[config.mk]
export PLATFORM = sky130hd
export DESIGN_NAME = can_quiesce_gate
export DESIGN_NICKNAME = d
export VERILOG_FILES = /design/src/rtl/can_quiesce_pkg.sv /design/src/rtl/cqg_state_qualifier.sv /design/src/rtl/cqg_stuck_monitor.sv /design/src/rtl/cqg_ack_channel.sv /design/src/rtl/can_quiesce_gate.sv
export SDC_FILE = /design/constraint.sdc
export NUM_CORES = 1
export LEC_CHECK = 0
export ABC_AREA = 1
export BUFFER_PORTS_ARGS = -buffer_cell sky130_fd_sc_hd__clkbuf_2
export CORE_MARGIN = 2
export CORE_UTILIZATION = 31
export DETAILED_ROUTE_END_ITERATION = 16
export PLACE_DENSITY_LB_ADDON = 0.1
export SETUP_SLACK_MARGIN = 0.15
export SYNTH_ARGS = -nofsm -noshare
export SYNTH_HDL_FRONTEND = slang
export SYNTH_SLANG_ARGS = --single-unit
[constraint.sdc]
create_clock -name clk -period 2 [get_ports clk]
set_input_delay 0.4 -clock clk [delete_from_list [all_inputs] [get_ports clk]]
set_output_delay 0.4 -clock clk [all_outputs]
set_load 0.01 [all_outputs]
[src/rtl/can_quiesce_pkg.sv]
package can_quiesce_pkg;

  localparam int PST_W  = 6;
  localparam int BUSY_W = 4;
  localparam int NUM_CH = 2;
  localparam int CH_FRZ = 0;
  localparam int CH_LP  = 1;

  // state bit positions
  localparam int PS_IDLE        = 0;
  localparam int PS_INTERMISSION = 1;
  localparam int PS_ERR_PASSIVE = 2;
  localparam int PS_BUS_OFF     = 3;
  localparam int PS_TRANSMIT    = 4;
  localparam int PS_RECEIVE     = 5;

  localparam logic [PST_W-1:0] SAFE_MASK =
    PST_W'((1 << PS_IDLE) | (1 << PS_INTERMISSION) |
           (1 << PS_ERR_PASSIVE) | (1 << PS_BUS_OFF));

  function automatic int unsigned ones_in(input logic [PST_W-1:0] v);
    int unsigned n;
    n = 0;
    for (int i = 0; i < PST_W; i++) n += 32'(v[i]);
    return n;
  endfunction

  function automatic logic state_is_safe(input logic [PST_W-1:0] v);
    return (ones_in(v) == 1) && ((v & SAFE_MASK) != '0);
  endfunction

  function automatic logic limit_hit(input int unsigned cnt, input int unsigned lim);
    return (lim != 0) && (cnt >= lim);
  endfunction

endpackage

[src/rtl/cqg_state_qualifier.sv]
module cqg_state_qualifier
  import can_quiesce_pkg::*;
(
  input  logic [PST_W-1:0]  proto_state,
  input  logic [BUSY_W-1:0] unit_busy,
  input  logic              stuck_dom,
  output logic              safe_point,
  output logic              drained,
  output logic              grant_ok
);
  always_comb begin
    safe_point = state_is_safe(proto_state);
    drained    = (unit_busy == '0);
    grant_ok   = safe_point && drained && !stuck_dom;
  end
endmodule

[src/rtl/cqg_stuck_monitor.sv]
module cqg_stuck_monitor #(
  parameter int CNT_W = 8
) (
  input  logic             clk,
  input  logic             rst_n,
  input  logic             soft_rst,
  input  logic             rx_pin,
  input  logic             bit_tick,
  input  logic [CNT_W-1:0] stuck_limit,
  output logic             stuck_dom,
  output logic             dom_bit_seen
);
  import can_quiesce_pkg::*;

  logic [CNT_W-1:0] dom_cnt;
  logic [CNT_W-1:0] dom_cnt_nxt;
  logic             rx_dominant;

  always_comb begin
    rx_dominant  = (rx_pin == 1'b0);
    dom_bit_seen = rx_dominant && bit_tick;
    if (!rx_dominant)
      dom_cnt_nxt = '0;
    else if (bit_tick && (dom_cnt < stuck_limit))
      dom_cnt_nxt = dom_cnt + 1'b1;
    else
      dom_cnt_nxt = dom_cnt;
  end

  always_ff @(posedge clk or negedge rst_n) begin
    if (!rst_n) begin
      dom_cnt   <= '0;
      stuck_dom <= 1'b0;
    end else if (soft_rst) begin
      dom_cnt   <= '0;
      stuck_dom <= 1'b0;
    end else begin
      dom_cnt   <= dom_cnt_nxt;
      stuck_dom <= rx_dominant && limit_hit(32'(dom_cnt_nxt), 32'(stuck_limit));
    end
  end
endmodule

[src/rtl/cqg_ack_channel.sv]
module cqg_ack_channel (
  input  logic clk,
  input  logic rst_n,
  input  logic soft_rst,
  input  logic req,
  input  logic grant_ok,
  output logic ack
);
  logic ack_nxt;

  always_comb begin
    if (soft_rst) ack_nxt = 1'b0;
    else          ack_nxt = req && (ack || grant_ok);
  end

  always_ff @(posedge clk or negedge rst_n) begin
    if (!rst_n) ack <= 1'b0;
    else        ack <= ack_nxt;
  end
endmodule

[src/rtl/can_quiesce_gate.sv]
module can_quiesce_gate
  import can_quiesce_pkg::*;
#(
  parameter int CNT_W = 8
) (
  input  logic              clk,
  input  logic              rst_n,
  input  logic              soft_rst,
  input  logic              frz_en,
  input  logic              halt_req,
  input  logic              lp_req,
  input  logic [PST_W-1:0]  proto_state,
  input  logic [BUSY_W-1:0] unit_busy,
  input  logic              rx_pin,
  input  logic              bit_tick,
  input  logic [CNT_W-1:0]  stuck_limit,
  output logic              frz_ack,
  output logic              not_ready,
  output logic              stuck_dom
);
  logic              safe_point;
  logic              drained;
  logic              grant_ok;
  logic              dom_bit_seen;
  logic [NUM_CH-1:0] ch_req;
  logic [NUM_CH-1:0] ch_ack;

  assign ch_req[CH_FRZ] = frz_en && halt_req;
  assign ch_req[CH_LP]  = lp_req;

  cqg_state_qualifier u_qual (
    .proto_state (proto_state),
    .unit_busy   (unit_busy),
    .stuck_dom   (stuck_dom),
    .safe_point  (safe_point),
    .drained     (drained),
    .grant_ok    (grant_ok)
  );

  cqg_stuck_monitor #(.CNT_W(CNT_W)) u_stuck (
    .clk          (clk),
    .rst_n        (rst_n),
    .soft_rst     (soft_rst),
    .rx_pin       (rx_pin),
    .bit_tick     (bit_tick),
    .stuck_limit  (stuck_limit),
    .stuck_dom    (stuck_dom),
    .dom_bit_seen (dom_bit_seen)
  );

  for (genvar c = 0; c < NUM_CH; c++) begin : g_ch
    cqg_ack_channel u_ch (
      .clk      (clk),
      .rst_n    (rst_n),
      .soft_rst (soft_rst),
      .req      (ch_req[c]),
      .grant_ok (grant_ok),
      .ack      (ch_ack[c])
    );
  end

  assign frz_ack   = ch_ack[CH_FRZ];
  assign not_ready = ch_ack[CH_LP];
endmodule

Word-level counts from Yosys, hierarchy flattened
Cells that the tools add are included.
{"block": "classes", "order_cmp": 2, "n_bitwise": 1, "eq_ne": 1, "add_sub_neg": 6, "n_mux": 6, "reduce_logical": 15}
{"operator": "32-bit by 1-bit adder with 32-bit output", "n": 4}
{"operator": "32-bit by 1-bit == test with 1-bit output, second input constant", "n": 1}
{"operator": "8-bit two-way mux", "n": 3}
{"operator": "1-bit logical AND", "n": 9}
{"operator": "8-bit by 1-bit adder with 8-bit output, second input constant", "n": 1}
{"operator": "8-bit greater-or-equal comparator", "n": 1}
{"operator": "8-bit < comparator", "n": 1}
{"operator": "8-bit nonzero test", "n": 1}
{"operator": "6-bit nonzero test", "n": 1}
{"operator": "4-bit logical NOT", "n": 1}
{"operator": "1-bit two-way mux", "n": 3}
{"operator": "1-bit by 1-bit adder with 2-bit output", "n": 1}
{"operator": "1-bit logical OR", "n": 2}
{"operator": "1-bit logical NOT", "n": 1}
{"operator": "1-bit inverter", "n": 1}
{"block": "totals", "register_bits": 11, "inputBits": 26, "out_inout_bits": 3}

Longest topological paths before layout
Gate-level depths: netlist of the first run.
{"block": "depth", "depth_word": 12, "mapped_depth": 19, "depth_no_buf": 18}

By module
From an unflattened synthesis of the first run, not the netlist that was laid out.
{"block": "hier_totals", "cells_unflattened": 175, "hier_area_um2": 1222.4}
{"mod": "cqg_stuck_monitor", "area_each_um2": 965.9, "instances": 1, "cells_each": 138}
{"mod": "cqg_state_qualifier", "area_each_um2": 168.9, "instances": 1, "cells_each": 25}
{"mod": "cqg_ack_channel", "area_each_um2": 40.0, "instances": 2, "cells_each": 5}
{"mod": "can_quiesce_gate", "area_each_um2": 7.5, "instances": 1, "cells_each": 2}

Worst setup path before layout of the first run
No wires, ideal clock.
{"block": "synth_timing", "path_kind": "input -> register", "from": "input proto_state[0]", "to": "register g_ch[0].u_ch.ack", "path_stages": 12, "required_ps": 1927, "n_path_buf": 0, "path_slack_ps": -548, "arrival_ps": 2475, "cell_sequence": "inv_1 > ha_1 > inv_1 > fa_1 > fa_1 > inv_1 > fa_1 > nor2_1 > nand4_1 > a21oi_1 > o211ai_1 > nor2_1"}
{"block": "synth_via", "elab_chain_len": 12, "elab_cells_between_ends": 13, "classes_between": "5 x add/sub; 1 x eq/ne; 1 x mux; 6 x reduce/logical"}
{"item": "start, declared", "line_no": "can_quiesce_gate.sv:12", "source": "input logic [PST_W-1:0] proto_state,"}
{"item": "1-bit by 1-bit adder with 2-bit output", "line_no": "can_quiesce_pkg.sv:24", "source": "for (int i = 0; i < PST_W; i++) n += 32'(v[i]);"}
{"item": "32-bit by 1-bit adder with 32-bit output (4 in a row)", "line_no": "can_quiesce_pkg.sv:24"}
{"item": "32-bit by 1-bit == test with 1-bit output", "line_no": "can_quiesce_pkg.sv:29", "source": "return (ones_in(v) == 1) && ((v & SAFE_MASK) != '0);"}
{"item": "1-bit logical AND *", "line_no": "can_quiesce_pkg.sv:29"}
{"item": "1-bit logical AND * (2 in a row)", "line_no": "cqg_state_qualifier.sv:14", "source": "grant_ok = safe_point && drained && !stuck_dom;"}
{"item": "1-bit logical OR *", "line_no": "cqg_ack_channel.sv:13", "source": "else ack_nxt = req && (ack || grant_ok);"}
{"item": "1-bit logical AND *", "line_no": "cqg_ack_channel.sv:13"}
{"item": "1-bit two-way mux *", "line_no": "cqg_ack_channel.sv:12", "source": "if (soft_rst) ack_nxt = 1'b0;"}
{"item": "named net g_ch[0].u_ch.ack_nxt", "line_no": "cqg_ack_channel.sv:9", "source": "logic ack_nxt;"}
{"item": "end signal, assigned", "line_no": "cqg_ack_channel.sv:18", "source": "else ack <= ack_nxt;"}
{"item": "end, declared", "line_no": "cqg_ack_channel.sv:7", "source": "output logic ack"}
The timed path passes the listed nets; every way through them passes the cells marked *.

Worst setup path after layout of the first run
{"block": "layout_timing", "from": "input proto_state[1]", "to": "register g_ch[0].u_ch.ack"}
The elaborated chain is that of the path after synthesis.

==> impl_results.md, run 1 <==
* Run status: finished with violations
* Failing checks: setup timing
* Die Wd at 65.66 um
* Nets at 279
* Syn_nets at 212
* H-tree depth at 1
* Avg WL per Cell at 11.88 um
* Count leader, synth: inv_1
* Post-CTS Hold Fix Bufs at 0
* Post-detail-place hpwl at 2569 um
* Slew Limit Fails at 0
* Yosys warns at 0
* CTS buffer count at 3
* Worst r2r dst: u_stuck.stuck_dom
* CTS tree: built
* Pre-CTS setup slack at -0.8086 ns
* P_leak at 1.063 nW
* Cell count after synthesis at 165
* CTS max path bufs at 2
* Ys flop type: dfrtp_1
* Area growth syn-to-layout at 63.38%
* First-pass GRT wire length at 5568 um
* R2r startpoint: u_stuck.dom_cnt[6]
* Maximum clock rate at 0.4024 GHz
* Core ar. at 3661 sq um
* Grt ovf at 0
* WP data arrival at 2.65 ns
* Setup ws final at -0.4851 ns
* IO Port Bufs at 28
* Vias per cell at 4.642
* Share of cells above drive strength 1 at 45.45%
* Kind of critical path: primary input to flip-flop
* Part of the power in the clock network at 35.4%
* Largest net degree at the start of global routing at 12
* FILL cells at 366
* Crit path launch type: primary input
* Crit-path max FO at 2
* GP Congestion at 0.7705
* DR vias at 1295
* PwrDens at 333.0 nW/um^2
* Post-DP Area at 1665 sq um
* Cell taking the most area after synthesis: dfrtp_1
* Initial detailed-routing violation count at 30
* Pwr Total at 0.0006412 W
* Commonest cells post-synth: 37 x inv_1, 26 x nand2_1, 19 x nor2_1
* Largest family of logic cells by synthesized area: simple AND/OR/NAND/NOR gates
* Worst endpoint required time at 2.17 ns
* Total Routing Usage GR at 16.82%
* Synthesized-area fraction occupied by and/or/nand/nor cells at 31.42%
* Hold Crit Class: primary input to asynchronous set/reset pin
* Worst-path clk slew at 0.05 ns
* Tcrit/Tclk final at 124.3%
* R2r setup slk at -0.32 ns
* Final setup fails at 3
* Yosys reg bits at 11
* Diode count at 0
* Min Hold Slack at 0.02884 ns
* Share of power burned in registers at 35.3%
* Synth Area in XOR/XNOR at 0%
* Initial core utilization at 32.19%
* Die footprint at 4311 sq um
* Least-Margin Pin Slew at 0.3363 ns
* Finished Cell Area at 1926 sq um
* Drt drc at 0
* P_sw at 0.0001823 W
* Max rail drop VDD at 0.3275 mV
* Int Pwr at 0.0004589 W
* Ranking of synthesized cells by area: dfrtp_1 23%, ha_1 19%, inv_1 12%, nand2_1 8.3%, nor2_1 6.1%
* Root Buffer: clkbuf_8
* Multiplexer share of the synthesized area at 0%
* Asr flop ratio synth at 100.0%
* Post-Route WL at 3314 um
* Share of the yosys chip area belonging to registers at 23.35%
* Cell row count at 22
* RSZ-0062 raised after global routing: true
* Logic pwr share at 29.3%
* Synthesized area per cell at 7.143 sq um
* Post-route antenna net violation count at 0
* Layout Skew at 0.008209 ns
* Post-synth EDFFs at 0
* DRT Pass-1 Iters at 4
* Chip height at 65.66 um
* Cell area after synthesis at 1179 sq um
* Max Cap Viol at 0
* Vias in the first global route at 1348
* Synth unique cells at 23
* Initial antenna violation count at 0
* Post-Synth Adder-Cell Area at 24.20%
* Worst reg2reg path depth at 15
* Clock latency on the worst-skew pair at 0.24 ns
* Final hold vios at 0
* Crit. End Element: flip-flop
* Compound-Gate Fraction of Synth Area at 7.325%
* Slew margin rel. at 77.38%
* Clock sinks at 11
* I/O pin total at 29
* Switch share at 28.44%
* Synth top area share at 23.35%
* Crit path time final at 2.485 ns
power groups by stage:
stage	Clock [W]	Sequential, W	Combinational [W]
after floorplan	0	0.000230	0.0000817
after CTS	0.000234	0.000226	0.000185
after global placement	0	0.000230	0.000162
final	0.000227	0.000226	0.000188
after detailed placement	0	0.000230	0.000170
after global routing	0.000242	0.000226	0.000214
through the flow:
step,TNS [ns],utilization (%),std cells
CTS,-1.280,51.03,278
global placement,-2.011,45.49,269
finish,-1.281,52.60,279
detailed placement,-2.185,45.49,269
floorplan,-1.090,-,165
global route,-1.628,52.60,279
registers in the layout, indices dropped and copies added, names as in the netlist:
register / count
g_ch.u_ch.ack: 2
u_stuck.stuck_dom: 1
u_stuck.dom_cnt: 8
cell type report:
cell class,count,area [sq um],area share (%)
inverter,37,151.4,7.862
timing repair buffer,64,485.5,25.21
clock buffer,4,45.04,2.339
multi-input combinational,115,908.4,47.17
sequential,11,275.3,14.29
tap,48,60.06,3.119
logic make-up (layout without fill, tap and decap cells):
logic type	after synthesis	count (layout)
flops	11	11
buf+inv	40	105
compound gates	15	15
simple gates	78	79
fa+ha+maj	21	21
cells in the final DEF, fill, tap and decap left out, types with 4 or more instances in the layout:
master | Yosys | routed
a21oi_2 | 0 | 4
nand2_1 | 26 | 23
nand4_1 | 11 | 11
clkbuf_2 | 0 | 26
nand3_1 | 10 | 6
buf_4 | 1 | 33
ha_4 | 0 | 7
inv_2 | 0 | 6
a21oi_1 | 9 | 5
nor2_1 | 19 | 17
inv_1 | 37 | 29
nand3_2 | 3 | 7
ha_1 | 18 | 11
dfrtp_1 | 11 | 11
worst max-delay path: stages:
cell and delay [ns]:
clkbuf_16 0.11, inv_8 0.03, ha_4 0.25, inv_2 0.03, fa_1 0.48, fa_2 0.35
inv_2 0.06, fa_1 0.40, nor2_1 0.09, nand4_1 0.11, a21oi_2 0.17, o211ai_1 0.10
nor2_1 0.09
routing by layer:
| layer | vias up | wire, um | global-route usage, % |
|---|---|---|---|
| met5 | - | 0 | 0 |
| li1 | 667 | - | - |
| met1 | 603 | 1458 | 18.73 |
| met4 | 0 | 8 | 2.604 |
| met3 | 2 | 102 | 3.596 |
| met2 | 23 | 1745 | 32.70 |
what timing repair did:
item | CTS | global route
pin swaps | 13 | 7
setup buffers | 3 | 1
gates resized for setup | 17 | 9
cloned | 2 | 0
endpoints found under the setup margin | 3 | 5
how the worst max path moves through the flow:
| stage | start | to | slack (ns) | cells after the start |
|---|---|---|---|---|
| 5_1_grt | proto_state[1] | g_ch[1].u_ch.ack | -0.57 | 13 |
| 4_1_cts | proto_state[1] | g_ch[0].u_ch.ack | -0.49 | 13 |
| 6_report | proto_state[1] | g_ch[0].u_ch.ack | -0.49 | 13 |
| 3_5_place_dp | proto_state[1] | g_ch[0].u_ch.ack | -0.81 | 13 |
| 3_3_place_gp | proto_state[1] | g_ch[0].u_ch.ack | -0.71 | 13 |
| 2_1_floorplan | proto_state[1] | g_ch[0].u_ch.ack | -0.47 | 12 |
Power figures use the tool's default switching activity.
==> inputs of run 2 (changes only) <==
- ABC_AREA: 1 -> unset
- CORE_ASPECT_RATIO: unset -> 1.1
- SKIP_CTS_REPAIR_TIMING: unset -> 1
==> run 2 against run 1 <==
The flow finishes with violations (hold timing, setup timing). Via count fell by 12%. Clock skew fell by 0.0016 ns. Setup slack got worse by 0.32 ns. Critical path depth unchanged. Count of clock-buffer cells in the layout stayed put. Largest cell class unchanged.
==> impl_results.md, run 2 <==
* Run status: finished with violations
* Failing checks: hold timing, setup timing
* H-tree depth at 1
* Most frequent cells in the layout: 32 x buf_4, 26 x clkbuf_2, 13 x inv_1, 13 x ha_1, 10 x dfrtp_1
* Worst endpoint required time at 2.18 ns
* CTS tree: built
* Most flop-heavy register: u_stuck.dom_cnt
* Slew margin rel. at 81.65%
* CTS buffer count at 3
* Initial antenna violation count at 0
* Largest net degree at the start of global routing at 12
* Logic pwr share at 35.0%
* Share of power burned in registers at 39.2%
* Diode count at 0
* Layout Skew at 0.006584 ns
* Post-detail-place hpwl at 2431 um
* FF+latch area at 276.5 sq um
* Synth top area share at 25.94%
* Area growth syn-to-layout at 67.69%
* Part of the power in the clock network at 25.7%
* Tcrit/Tclk final at 140.2%
* Post-route antenna net violation count at 0
* Min Hold Slack at -0.006346 ns
* IO Port Bufs at 28
* GP Congestion at 0.8176
* Syn_nets at 171
* Synthesized area per cell at 8.557 sq um
* Multi-input logic area at 902.1 sq um
* Max FFs per register at 8
* Biggest regs: u_stuck.dom_cnt: 8 flops, g_ch.u_ch.ack: 2 flops, u_stuck.stuck_dom: 1 flops
* Final hold vios at 5
* Setup ws final at -0.8030 ns
* Post-synth EDFFs at 0
* Post-DP Area at 1503 sq um
* WP data arrival at 2.98 ns
* Synth unique cells at 30
* Cell area after synthesis at 1061 sq um
* Int Pwr at 0.0004079 W
* Die footprint at 3907 sq um
* Worst path slowest cell: fa_1
* PwrDens at 322.5 nW/um^2
* P_leak at 0.8607 nW
* Cell count after synthesis at 124
* Post-layout util at 53.86%
* Yosys warns at 0
* Worst-path cell chain: buf_8, clkinv_4, ha_4, inv_2, fa_2, fa_2, inv_2, fa_1, nor4_2, nand2_1, a31oi_2, nor2_2, nor3b_2
* Buf/Inv on CP at 4
* Ranking of synthesized cells by area: dfrtp_1 26%, ha_1 21%, a21oi_1 6.1%, inv_1 6.0%, fa_1 5.7%
* Vias in the first global route at 1096
* Pwr Total at 0.0005739 W
* P_sw at 0.0001659 W
* Most common cell after layout, fill and taps aside: buf_4
* Avg WL per Cell at 13.62 um
* Count leader, synth: ha_1
* Vias per cell at 5.044
* Crit path launch type: primary input
* Cell taking the most area after synthesis: dfrtp_1
* Cell row count at 22
* Root Buffer: clkbuf_4
* FILL cells at 310
* Total Routing Usage GR at 15.54%
* Asr flop ratio synth at 100.0%
* Core ar. at 3303 sq um
* Die Wd at 59.78 um
* Max Cap Viol at 0
* Ys flop type: dfrtp_1
* Clock sinks at 11
* Clock latency on the worst-skew pair at 0.26 ns
* Nets at 238
* Post-Route WL at 3078 um
* CP peak stage delay at 0.44 ns
* CP delay by family, top: adder cells
* Switch share at 28.91%
* RSZ-0062 raised after global routing: true
* Hold Crit Class: primary input to asynchronous set/reset pin
* Setup TNS at -2.265 ns
* Initial core utilization at 32.12%
* Worst-path clk slew at 0.07 ns
* Commonest cells post-synth: 18 x ha_1, 17 x inv_1, 13 x a21oi_1
* DR vias at 1140
* Share of cells above drive strength 1 at 57.89%
* Least-Margin Pin Slew at 0.2737 ns
* Maximum clock rate at 0.3568 GHz
* Finished Cell Area at 1779 sq um
* Share of the yosys chip area belonging to registers at 25.94%
* Max rail drop VDD at 0.1207 mV
* First-pass GRT wire length at 4498 um
* DRT Pass-1 Iters at 4
* Slew Limit Fails at 0
* Crit. End Element: flip-flop
* Chip height at 65.36 um
* Crit path time final at 2.803 ns
* CTS max path bufs at 2
* Grt ovf at 0
* I/O pin total at 29
* Drt drc at 0
* Final setup fails at 3
* Crit-path max FO at 2
* Initial detailed-routing violation count at 14
* Yosys reg bits at 11
* Kind of critical path: primary input to flip-flop
-- run 2: cell type report --
cell class              instances  area share, %
well taps                      36          2.532
repair buffers                 65          25.46
clock buffers                   4          1.477
inverters                      17          4.290
multi-input cells              93          50.70
flip-flops and latches         11          15.54
-- run 2: path summary, 6_finish.rpt --
path / from / endpoint / slack [ns] / cells past startpoint
setup / recovery: proto_state[0] / g_ch[1].u_ch.ack / -0.80 / 13
hold / removal: rst_n / u_stuck.dom_cnt[6] / -0.006 / 1
setup reg to reg: u_stuck.dom_cnt[2] / u_stuck.stuck_dom / -0.70 / 12
hold reg to reg: g_ch[1].u_ch.ack / g_ch[1].u_ch.ack / 0.57 / 2
max in group asynchronous: rst_n / u_stuck.dom_cnt[7] / 1.78 / 1
min in group clk: soft_rst / g_ch[1].u_ch.ack / 0.35 / 2
-- run 2: logic make-up (layout without fill, tap and decap cells) --
logic type               count (synthesis)  in the layout  share of synthesized area, %
AO/OA/AOI/OAI                           31             31                         17.10
XOR/XNOR                                 2              2                         1.651
flip-flops                              11             11                         25.94
buffers and inverters                   20             86                         7.783
multiplexers                             1              1                        0.9434
AND/OR/NAND/NOR                         38             38                         19.69
adder cells (fa/ha/maj)                 21             21                         26.89
-- run 2: routing by layer --
layer  share of wire (%)  global-route usage (%)
met3                 3.4                   1.772
met4                 1.0                   5.833
met5                   0                       0
met1                  41                   17.87
met2                  55                   28.53
-- run 2: power by group through the flow --
stage / combinational [W] / sequential [W] / clock [W]
after floorplan: 0.0000756 / 0.000230 / 0
after global placement: 0.000154 / 0.000230 / 0
after detailed placement: 0.000162 / 0.000229 / 0
after CTS: 0.000163 / 0.000225 / 0.000152
after global routing: 0.000226 / 0.000225 / 0.000164
final: 0.000201 / 0.000225 / 0.000148
-- run 2: per-stage QoR --
| stage | cells | setup WS (ns) |
|---|---|---|
| final | 226 | -0.8030 |
| after global routing | 226 | -0.9044 |
| after CTS | 222 | -0.8598 |
| after detailed placement | 218 | -1.135 |
| after global placement | 218 | -0.9422 |
| after floorplan | 124 | -0.6874 |
==> inputs of run 3 (changes only) <==
- CORE_UTILIZATION: 31 -> 45
==> run 3 against run 2 <==
The flow finishes with violations (setup timing). Register-to-register slack improved by 0.02 ns. First-iteration DRC count rose by 29%. Non-clock buffer count fell by 2. Largest cell class unchanged. Highest routed layer is now met3.
==> impl_results.md, run 3 (same netlist as run 2, synthesis figures left out) <==
* Die footprint at 2762 sq um
* CTS max path bufs at 2
* Finished Cell Area at 1685 sq um
* DRT Pass-1 Iters at 4
* I/O pin total at 29
* Setup TNS at -1.890 ns
* Die Wd at 50.30 um
* Cell row count at 18
* Kind of critical path: flip-flop to flip-flop
* Min Hold Slack at 0.002369 ns
* Final hold vios at 0
* Multi-input logic area at 850.8 sq um
* H-tree depth at 1
* Avg WL per Cell at 12.26 um
* Most common cell after layout, fill and taps aside: buf_4
* Tcrit/Tclk final at 134.1%
* DR vias at 1096
* R2r setup slk at -0.68 ns
* Grt ovf at 0
* Max rail drop VDD at 0.5524 mV
* Area growth syn-to-layout at 58.84%
* Clock sinks at 11
* Chip height at 54.93 um
* Post-detail-place hpwl at 2160 um
* Least-Margin Pin Slew at 0.2961 ns
* Drt drc at 0
* Clock latency on the worst-skew pair at 0.27 ns
* Worst endpoint required time at 2.14 ns
* Failing checks: setup timing
* FILL cells at 166
* CTS buffer count at 3
* Share of cells above drive strength 1 at 52.13%
* Slew margin rel. at 80.26%
* Post-Route WL at 2673 um
* Total Routing Usage GR at 19.53%
* FF+latch area at 275.3 sq um
* GP Congestion at 0.8238
* Vias per cell at 5.028
* Vias in the first global route at 998
* Run status: finished with violations
* Worst-path clk slew at 0.07 ns
* Crit-path max FO at 4
* Initial detailed-routing violation count at 18
* P_leak at 0.8433 nW
* Post-route antenna net violation count at 0
* Biggest regs: u_stuck.dom_cnt: 8 flops, g_ch.u_ch.ack: 2 flops, u_stuck.stuck_dom: 1 flops
* Final setup fails at 3
* RSZ-0062 raised after global routing: true
* Post-DP Area at 1488 sq um
* Post-layout util at 75.59%
* Initial core utilization at 47.59%
* CTS tree: built
* Hold Crit Class: primary input to asynchronous set/reset pin
* IO Port Bufs at 28
* Crit path time final at 2.682 ns
* Layout Skew at 0.005203 ns
* Slew Limit Fails at 0
* Most flop-heavy register: u_stuck.dom_cnt
* Most frequent cells in the layout: 35 x buf_4, 26 x clkbuf_2, 15 x ha_1
* PwrDens at 328.0 nW/um^2
* Crit path launch type: flip-flop
* Root Buffer: clkbuf_4
* Max Cap Viol at 0
* Max FFs per register at 8
* Maximum clock rate at 0.3729 GHz
* WP data arrival at 2.82 ns
* Setup ws final at -0.6817 ns
* Crit. End Element: flip-flop
* Initial antenna violation count at 0
* Core ar. at 2230 sq um
* First-pass GRT wire length at 4057 um
* Pre-CTS setup slack at -1.053 ns
* Diode count at 0
* Largest net degree at the start of global routing at 12
* Nets at 236
## run 3: worst paths after layout
kind | from | to | depth (start not counted)
max | u_stuck.dom_cnt[2] | u_stuck.stuck_dom | 12
min | rst_n | u_stuck.dom_cnt[5] | 1
max reg2reg | u_stuck.dom_cnt[2] | u_stuck.stuck_dom | 12
min reg2reg | g_ch[0].u_ch.ack | g_ch[0].u_ch.ack | 2
max in group asynchronous | rst_n | g_ch[1].u_ch.ack | 1
min in group clk | soft_rst | g_ch[0].u_ch.ack | 2
## run 3: final cells by class
type	count	area share (%)
sequential	11	16.33
timing repair buffer	63	24.87
inverter	17	4.529
multi-input combinational	93	50.48
clock buffer	4	1.559
tap	30	2.227
## run 3: report_power, final
part	internal (W)	switching, W	leakage, nW
Combinational	0.0000934	0.0000865	0.675
Clock	0.0000771	0.0000708	0.0150
Sequential	0.000224	0.00000112	0.153
## run 3: through the flow
step / power, W / std cells
3_5_place_dp: 0.0003876 / 211
5_1_grt: 0.0005886 / 218
3_3_place_gp: 0.0003783 / 211
2_1_floorplan: 0.0003056 / 124
6_report: 0.0005529 / 218
4_1_cts: 0.0005399 / 215
## run 3: critical path, cell delays in order, from the launching register on
cell and delay, ns:
dfrtp_1 0.41, ha_4 0.25, a211oi_2 0.18, o21ai_1 0.11, a21o_1 0.22, xor2_1 0.17, or2_1 0.23, ha_1 0.26
nand2b_1 0.15, a211oi_2 0.24, o21bai_1 0.09, a21oi_1 0.15, o21ai_1 0.10
## run 3: layer usage
layer | up-vias | GRT usage (%) | part of all wire, %
li1 | 566 | - | -
met1 | 515 | 23.45 | 44
met2 | 15 | 37.94 | 53
met3 | 0 | 4.839 | 2.9
met4 | 0 | 0 | 0
met5 | - | 0 | 0
